[src/rtl/fp8q_pkg.sv]
package fp8q_pkg;

    localparam int BF16_W  = 16;
    localparam int MAG_W   = 15;
    localparam int CODE_W  = 8;
    localparam int SCALE_W = 9;
    // 448 = 1.75 * 2^8: largest finite E4M3 magnitude
    localparam int MAXFIN_EXP = 8;
    localparam int BF16_BIAS  = 127;

    typedef logic [BF16_W-1:0]         bf16_t;
    typedef logic signed [SCALE_W-1:0] scale_t;

    // Magnitude with zero-exponent inputs flushed to zero.
    function automatic logic [MAG_W-1:0] flushed_mag(bf16_t x);
        if (x[14:7] == 8'd0) return '0;
        return x[14:0];
    endfunction

    // Smallest T with mag <= 448 * 2^T (power-of-two scale).
    // mag/448 = ((128+f)/224) * 2^(e-135); the fraction exceeds 1 only when f > 96.
    function automatic scale_t pow2_scale(logic [MAG_W-1:0] m);
        int t;
        if (m == '0) begin
            t = 0;
        end else begin
            t = int'(m[14:7]) - BF16_BIAS - MAXFIN_EXP + ((m[6:0] > 7'd96) ? 1 : 0);
        end
        return scale_t'(t);
    endfunction

endpackage

[src/rtl/tile_store.sv]
module tile_store
    import fp8q_pkg::*;
#(
    parameter int TILE_LEN = 128,
    localparam int IDX_W = $clog2(TILE_LEN)
) (
    input  logic             clk,
    input  logic             wr_en,
    input  logic             wr_bank,
    input  logic [IDX_W-1:0] wr_idx,
    input  bf16_t            wr_data,
    input  logic             rd_bank,
    input  logic [IDX_W-1:0] rd_idx,
    output bf16_t            rd_data
);

    bf16_t bank_rd [2];

    for (genvar b = 0; b < 2; b++) begin : g_bank
        bf16_t mem [TILE_LEN];
        always_ff @(posedge clk) begin
            if (wr_en && (wr_bank == 1'(b))) begin
                mem[wr_idx] <= wr_data;
            end
        end
        assign bank_rd[b] = mem[rd_idx];
    end

    assign rd_data = bank_rd[rd_bank];

endmodule

[src/rtl/tile_max.sv]
module tile_max
    import fp8q_pkg::*;
(
    input  logic       clk,
    input  logic       rst_n,
    input  logic       in_fire,
    input  logic       in_first,
    input  bf16_t      in_word,
    output scale_t     tile_scale
);

    typedef struct packed {
        logic [MAG_W-1:0] run_max;
    } max_state_t;

    max_state_t max_d, max_q;
    logic [MAG_W-1:0] cur_mag;
    logic [MAG_W-1:0] cur_max;

    always_comb begin
        max_d   = max_q;
        cur_mag = flushed_mag(in_word);
        if (in_first || (cur_mag > max_q.run_max)) begin
            cur_max = cur_mag;
        end else begin
            cur_max = max_q.run_max;
        end
        if (in_fire) begin
            max_d.run_max = cur_max;
        end
        tile_scale = pow2_scale(cur_max);
    end

    always_ff @(posedge clk) begin
        if (!rst_n) begin
            max_q <= '0;
        end else begin
            max_q <= max_d;
        end
    end

    // a nonzero tile maximum never yields a scale outside the legal range
    a_r2_scale_range: assert property (@(posedge clk) disable iff (!rst_n)
        in_fire |-> (tile_scale >= -9'sd134) && (tile_scale <= 9'sd120));

endmodule

[src/rtl/e4m3_encode.sv]
module e4m3_encode
    import fp8q_pkg::*;
(
    input  bf16_t              in_word,
    input  scale_t             scale_exp,
    output logic [CODE_W-1:0]  code
);

    int          unb_exp;
    int          shamt;
    logic [7:0]  exp_f;
    logic [6:0]  frac;
    logic [6:0]  mag7;
    logic [6:0]  nrm;
    logic        round_up;
    logic [23:0] wide;
    logic [7:0]  keep;

    always_comb begin
        exp_f    = in_word[14:7];
        frac     = in_word[6:0];
        unb_exp  = int'(exp_f) - BF16_BIAS - int'(scale_exp);
        shamt    = 0;
        nrm      = '0;
        round_up = 1'b0;
        wide     = '0;
        keep     = '0;
        mag7     = '0;
        if (exp_f == 8'd0) begin
            mag7 = '0;
        end else if (unb_exp > MAXFIN_EXP) begin
            mag7 = 7'h7E;
        end else if (unb_exp >= -6) begin
            // normal: guard is frac[3], sticky is frac[2:0]
            nrm      = {4'(unb_exp + 7), frac[6:4]};
            round_up = frac[3] & ((|frac[2:0]) | frac[4]);
            mag7     = nrm + 7'(round_up);
        end else begin
            // subnormal: magnitude in units of 2^-9 is (128+f) * 2^(u+2)
            shamt = -(unb_exp + 2);
            if (shamt > 24) shamt = 24;
            wide     = {1'b1, frac, 16'd0} >> shamt;
            keep     = wide[23:16];
            round_up = wide[15] & ((|wide[14:0]) | keep[0]);
            mag7     = 7'(keep) + 7'(round_up);
        end
        code = {in_word[15], mag7};
    end

endmodule

[src/rtl/bf16_e4m3_tile_quantizer.sv]
module bf16_e4m3_tile_quantizer
    import fp8q_pkg::*;
#(
    parameter int TILE_LEN = 128
) (
    input  logic                      clk,
    input  logic                      rst_n,
    input  logic                      in_valid,
    output logic                      in_ready,
    input  logic [15:0]               in_data,
    output logic                      out_valid,
    input  logic                      out_ready,
    output logic [7:0]                out_code,
    output logic signed [8:0]         out_scale_exp,
    output logic                      out_first
);

    localparam int IDX_W = $clog2(TILE_LEN);
    localparam logic [IDX_W-1:0] LAST_IDX = IDX_W'(TILE_LEN - 1);

    typedef struct packed {
        logic                         wr_bank;
        logic [IDX_W-1:0]             wr_idx;
        logic                         rd_bank;
        logic [IDX_W-1:0]             rd_idx;
        logic [1:0]                   full;
        logic [1:0][SCALE_W-1:0]      scale;
    } ctl_t;

    ctl_t   ctl_d, ctl_q;
    logic   in_fire, out_fire, in_last, out_last;
    scale_t tile_scale;
    scale_t rd_scale;
    bf16_t  rd_data;

    tile_store #(.TILE_LEN(TILE_LEN)) u_store (
        .clk     (clk),
        .wr_en   (in_fire),
        .wr_bank (ctl_q.wr_bank),
        .wr_idx  (ctl_q.wr_idx),
        .wr_data (in_data),
        .rd_bank (ctl_q.rd_bank),
        .rd_idx  (ctl_q.rd_idx),
        .rd_data (rd_data)
    );

    tile_max u_max (
        .clk        (clk),
        .rst_n      (rst_n),
        .in_fire    (in_fire),
        .in_first   (ctl_q.wr_idx == '0),
        .in_word    (in_data),
        .tile_scale (tile_scale)
    );

    assign rd_scale = $signed(ctl_q.scale[ctl_q.rd_bank]);

    e4m3_encode u_enc (
        .in_word   (rd_data),
        .scale_exp (rd_scale),
        .code      (out_code)
    );

    always_comb begin
        ctl_d     = ctl_q;
        in_ready  = !ctl_q.full[ctl_q.wr_bank];
        out_valid = ctl_q.full[ctl_q.rd_bank];
        in_fire   = in_valid && in_ready;
        out_fire  = out_valid && out_ready;
        in_last   = (ctl_q.wr_idx == LAST_IDX);
        out_last  = (ctl_q.rd_idx == LAST_IDX);

        if (in_fire) begin
            if (in_last) begin
                ctl_d.wr_idx                = '0;
                ctl_d.full[ctl_q.wr_bank]   = 1'b1;
                ctl_d.scale[ctl_q.wr_bank]  = tile_scale;
                ctl_d.wr_bank               = ~ctl_q.wr_bank;
            end else begin
                ctl_d.wr_idx = ctl_q.wr_idx + 1'b1;
            end
        end

        if (out_fire) begin
            if (out_last) begin
                ctl_d.rd_idx              = '0;
                ctl_d.full[ctl_q.rd_bank] = 1'b0;
                ctl_d.rd_bank             = ~ctl_q.rd_bank;
            end else begin
                ctl_d.rd_idx = ctl_q.rd_idx + 1'b1;
            end
        end
    end

    always_ff @(posedge clk) begin
        if (!rst_n) begin
            ctl_q <= '0;
        end else begin
            ctl_q <= ctl_d;
        end
    end

    assign out_scale_exp = rd_scale;
    assign out_first     = (ctl_q.rd_idx == '0);

    // a stalled output is held unchanged
    a_r11_hold_stable: assert property (@(posedge clk) disable iff (!rst_n)
        out_valid && !out_ready |=> out_valid && $stable(out_code)
                                   && $stable(out_scale_exp) && $stable(out_first));

    // the reserved all-ones magnitude never leaves the block
    a_r5_no_reserved: assert property (@(posedge clk) disable iff (!rst_n)
        out_valid |-> out_code[6:0] != 7'h7F);

    // zero-exponent buffered words always encode as zero magnitude
    a_r7_flush_zero: assert property (@(posedge clk) disable iff (!rst_n)
        out_valid && (rd_data[14:7] == 8'd0) |-> out_code[6:0] == 7'd0);

    // after the last code of a tile the next offered code starts a tile
    a_r1_tile_boundary: assert property (@(posedge clk) disable iff (!rst_n)
        out_fire && out_last |=> !out_valid || out_first);

    // output becomes valid only at the start of a complete tile
    a_r9_start_first: assert property (@(posedge clk) disable iff (!rst_n)
        $rose(out_valid) |-> out_first);

endmodule

[config.mk]
export PLATFORM = sky130hd
export DESIGN_NAME = bf16_e4m3_tile_quantizer
export DESIGN_NICKNAME = d
export VERILOG_FILES = /design/src/rtl/fp8q_pkg.sv /design/src/rtl/tile_store.sv /design/src/rtl/tile_max.sv /design/src/rtl/e4m3_encode.sv /design/src/rtl/bf16_e4m3_tile_quantizer.sv
export SDC_FILE = /design/constraint.sdc
export NUM_CORES = 2
export LEC_CHECK = 0
export BUFFER_PORTS_ARGS = -buffer_cell sky130_fd_sc_hd__buf_2
export CAP_MARGIN = 40
export CORE_ASPECT_RATIO = 0.5
export CORE_MARGIN = 2
export CORE_UTILIZATION = 35
export DETAILED_ROUTE_END_ITERATION = 10
export HOLD_SLACK_MARGIN = 0.08
export MAX_ROUTING_LAYER = met4
export PLACE_DENSITY = 0.6
export REMOVE_ABC_BUFFERS = 1
export SLEW_MARGIN = 20
export SYNTH_ARGS = -nofsm -noshare
export SYNTH_HDL_FRONTEND = slang
export SYNTH_HIERARCHICAL = 1
export SYNTH_SLANG_ARGS = --single-unit
[constraint.sdc]
create_clock -name clk -period 23.5 [get_ports clk]
set_clock_uncertainty 0.15 [all_clocks]
set_input_delay 3.525 -clock clk [delete_from_list [all_inputs] [get_ports clk]]
set_output_delay 3.525 -clock clk [all_outputs]
set_load 0.01 [all_outputs]
* Word level (Yosys, flattened, before mapping)
Memory sizes are Yosys's and may differ from the RTL's. A register that Yosys moved wholly into a read port is not among the register bits. Cells that the tools add are included.
Word-level totals: bits in registers 51, bits in writable memories 4096, input port bits 20, output and inout bits 20, logic and storage cells 105, memories 2
Cells by class: add/sub/neg operators 12, $lt $le $gt $ge 10, equality and inequality tests 2, shift operators 1, multiplexer cells 43, bitwise operators 10, reductions and logical operators 17
Memory list:
- u_store.g_bank[0].mem | depth 128, bits a word 16, rd ports 1, clocked after memory_dff 1, write ports 1, line tile_store.sv:20 | bf16_t mem [TILE_LEN];
- u_store.g_bank[1].mem | depth 128, bits a word 16, rd ports 1, clocked after memory_dff 1, write ports 1, line tile_store.sv:20
Operators with widths (number):
- 2-to-1 mux 32 bit | 4
- 2-to-1 mux 7 bit | 9
- 2-to-1 mux 16 bit | 3
- 2-to-1 mux 15 bit | 3
- 2-to-1 mux 20 bit | 2
- 2-to-1 mux 9 bit | 4
- adder 32 x 3 -> 32 bit, second input constant | 1
- greater-or-equal comparator 32 x 4 -> 1 bit, second input constant | 1
- greater-than comparator 32 x 5 -> 1 bit, second input constant | 1
- greater-than comparator 32 x 6 -> 1 bit, second input constant | 1
- negator 32 bit | 1
- right shift 24 x 32 -> 23 bit | 1
- bitwise mux 18 bit | 1
- subtractor 8 x 7 -> 9 bit, second input constant | 2
- logical NOT 8 bit | 2
- greater-than comparator 15 bit | 1
- logical NOT 15 bit | 1
- OR reduction 15 bit | 1
- adder 7 x 1 -> 7 bit | 2
- adder 7 x 1 -> 7 bit, second input constant | 2
- == test 7 bit, second input constant | 2
- logical NOT 7 bit | 2
- 2-to-1 mux 1 bit | 12
- subtractor 9 x 9 -> 10 bit | 1
- other kinds (22) | 35

* Logic depth before layout (Yosys ltp)
depth after elaboration 21, mapped depth 42, gate-level depth less buffers 35

* Cells and area by module
Netlist, hierarchy kept.
Modules (own cells, without submodules):
- tile_store | times used 1, cells each 7350, area each 159240.2 µm², sequential area each 122998.0 µm²
- e4m3_encode | times used 1, cells each 331, area each 2406.1 µm², sequential area each 0.0 µm²
- bf16_e4m3_tile_quantizer | times used 1, cells each 186, area each 1696.6 µm², sequential area each 720.7 µm²
- tile_max | times used 1, cells each 177, area each 1467.7 µm², sequential area each 300.3 µm²

* Worst setup path before layout
OpenSTA, ideal clock, no wires.
path kind register -> output, from register ctl_q[20] (netlist name), to output out_code[4], arrival time 8.412 ns, data required time 19.825 ns, setup slack 11.413 ns, stages on the path, launching flop included 42, buffers on the path 7, cell sequence dfxtp_1 -> buf_6 -> buf_12 -> buf_8 -> buf_8 -> buf_6 -> mux2i_1 -> o221ai_1 -> o32ai_1 -> nor4_1 -> nand4_1 -> nor3_1 -> ha_1 -> nand3_1 -> xnor2_1 -> ha_1 -> buf_4 -> a21o_1 -> [... 6 more ...] -> ha_1 -> nor4_1 -> nand4_1 -> nor4b_2 -> o41ai_2 -> nor3_1 -> a21o_1 -> buf_6 -> mux2i_1 -> nor3_1 -> a211oi_4 -> or2_2 -> nor2b_1 -> ha_1 -> inv_1 -> nor3_2 -> mux2_4 -> a221oi_1
RTL lines:
- to (decl) | line bf16_e4m3_tile_quantizer.sv:13 | output logic [7:0] out_code,

==> results_dict.tcl <==
set metrics [dict create \
    layout.cells.non_filler 15141 \
    synthTopCellsByCount "edfxtp_1 (4096), mux4_2 (741), mux2i_1 (487)" \
    maxSlewHeadroom 0.256 \
    fraction_of_final_layout_cells_sized_beyond_drive_strength_1 0.240 \
    clk-insertion-delay-late_ps 980 \
    fillCellCount 41401 \
    synthCells 8044 \
    initial_utilization 0.351 \
    finalCriticalPeriod_ps 17020 \
    grt_setup_unrepaired "false" \
    flow.area_growth_from_synthesis_pct 13.7 \
    report.power.total_w 0.0148 \
    detail-route-antenna-nets 0 \
    timing.critical_path.from_type "register" \
    synth_edf_count 4096 \
    outcome "complete, no violations" \
    cp_slowest_cell "nor3_1" \
    synth.ff_latch_count 4147 \
    total_of_endpoints_with_negative_setup_slack_in_the_final_report 0 \
    detailedRoute.firstPassIterationCount 8 \
    cts-root-buf "clkbuf_16" \
    groute.usage.overall 0.190 \
    core_area_um2 470000 \
    synth_mux_area_frac 0.149 \
    final-hold-violation-count 0 \
    leakage_nw 55.8 \
    drcViolationCount 0 \
    place_inst 14405 \
    critical_path.startpoint "ctl_q[21]" \
    critical_path.max_stage_delay_ps 770 \
    required_ps 19830 \
    final-seq-area_um2 124000 \
    gp_congestion 0.876 \
    clock_tree.htree_level_count 5 \
    ys.warnings.count 6 \
    total_vias_in_the_final_route 85219 \
    synthesis.area_um2 165000 \
    clock_transition_at_the_registers_of_the_reported_paths_ps 70 \
    io_buffer_count 39 \
    grt_antenna_before_repair 26 \
    post_synth_fa_ha_maj_area_fraction 0.00354 \
    cpMostUsedCell "nor3_1" \
    grt_max_degree 177 \
    synth.largest_area_cell "edfxtp_1" \
    synth_top_family_by_area "multiplexers" \
    clock_sinks 4147 \
    critical_path_arrival_ps 13350 \
    drv_slew 0 \
    async_flop_share 0 \
    vias_per_cell 5.63 \
    tritoncts_clock_tree "built" \
    die_h_um 489 \
    hold_class "reg2reg" \
    vdd.ir_drop.worst_mv 0.0585 \
    clockBufferDepth 4 \
    pin_count 40 \
    finalHoldWorstSlack_ps 312 \
    max-cap-violations 0 \
    timing.rr.start "ctl_q[28]" \
    achievable-frequency_ghz 0.0587 \
    drt-total-wl_um 455000 \
    grt_pass1_vias 82350 \
    yosys.area_share.xor_xnor 0.00259 \
    multi_input_comb_area_um2 37700 \
    postCtsResizedCells 0 \
    global_route.overflow_total 0 \
    post_cts_buffers 0 \
    placementRows 178 \
    yosysUniqueCellTypes 122 \
    tritoncts.num_buffers 388 \
    powerDensity_nw_per_um2 78.9 \
    dp.final_hpwl_um 274000 \
    width_of_the_die_um 974 \
    initialDrtViolationCount 10768 \
    routed_len_inst_um 30.0 \
    synth-simple-area-share 0.0277 \
    final_net_count 8580 \
    grt_first_pass_wirelength_um 639000 \
    worstPathMaxFanout 44 \
    synth-compound-area-share 0.0434 \
    worst_pin_slew_ps 1120 \
    hold_buffers 0 \
    synth.top_cells.by_area "edfxtp_1 (75%), mux4_2 (10%), mux2i_1 (3.0%), mux4_1 (1.3%), nor2_1 (0.80%)" \
    synth.yosys.seq_area_share 0.752 \
    cp-end-kind "output port" \
    period_share 0.724 \
    synth_top_area_frac 0.746 \
    syn_area_per_cell_um2 20.5 \
    synth_most_common_cell "edfxtp_1" \
    synthFlopType "edfxtp_1" \
    fp.dieArea_um2 477000 \
    criticalPathCategory "reg2out" \
]
state kept, by name (all words and copies together) (netlist names), named ones only:
register	flops
u_store/g_bank.mem	4096
ctl_q	18
u_max/max_q	15
layer usage:
layer  wire length, um  up-vias  track usage
met1            188000    45694        0.263
met4             11700        0       0.0451
met2            213000     4080        0.295
met5                 0        -            -
met3             42100      618       0.0356
li1                  -    34827            -
final cells by class:
| type | count | share of cell area |
|---|---|---|
| Sequential cell | 4147 | 0.662 |
| Timing Repair Buffer | 552 | 0.0269 |
| Antenna cell | 6 | 0.0000801 |
| Tap cell | 6300 | 0.0421 |
| Multi-Input combinational cell | 3374 | 0.201 |
| Inverter | 51 | 0.00108 |
| Clock inverter | 222 | 0.0119 |
| Clock buffer | 489 | 0.0548 |
through the flow:
step	utilization	instance area (um2)	worst slack (ps)	setup TNS [ps]
3_5_place_dp	0.372	175000	7080	0
5_1_grt	0.399	187000	5530	0
6_report	0.399	187000	6480	0
2_1_floorplan	-	161000	-38870	-581370
4_1_cts	0.398	187000	5950	0
3_3_place_gp	0.370	174000	7000	0
worst max-delay path, delay by kind of cell, from the launching register on:
family,cells,cell delay (ps)
AND/OR/NAND/NOR,17,4540
AO/OA/AOI/OAI,8,2810
buffers and inverters,6,2300
adder cells (fa/ha/maj),3,970
multiplexers,3,930
flip-flops,1,540
XOR/XNOR,1,180
logic make-up after synthesis:
kind of cell,after synthesis
flip-flops,4147
multiplexers,1383
AO/OA/AOI/OAI,959
AND/OR/NAND/NOR,939
buffers and inverters,523
XOR/XNOR,47
adder cells (fa/ha/maj),46
path summary, 6_finish.rpt:
path	to	cells after the start	slack, ps
min	register	2	310
max reg2reg	register	18	18490
min reg2reg	register	2	310
max	out_code[4]	38	6480
placed cells by master (no fill, tap or decap), types with 49 or more instances in the layout:
cell / Yosys / layout
mux2i_1: 487 / 487
mux4_2: 741 / 741
clkinv_1: 0 / 75
a22o_1: 99 / 99
o221ai_1: 129 / 129
nor2_1: 351 / 285
a221oi_1: 54 / 54
edfxtp_1: 4096 / 4096
o21ai_0: 110 / 110
nor3_1: 99 / 95
clkbuf_1: 188 / 88
mux4_1: 79 / 79
nand3_1: 74 / 70
inv_1: 49 / 49
mux2_2: 73 / 73
a21oi_1: 109 / 109
buf_4: 30 / 426
o22ai_1: 171 / 171
nor2_2: 1 / 59
nand2_1: 149 / 137
clkbuf_16: 0 / 392
clkinv_2: 0 / 65
report_power, final:
part	switching, W	total, W	leakage, nW	internal [W]
clock network	0.00277	0.00631	6.06	0.00353
registers	0.00000392	0.00813	37.2	0.00813
logic	0.000256	0.000336	12.5	0.0000800
total	0.00303	0.0148	55.8	0.0117
No activity file was read; power rests on OpenSTA's default activity.
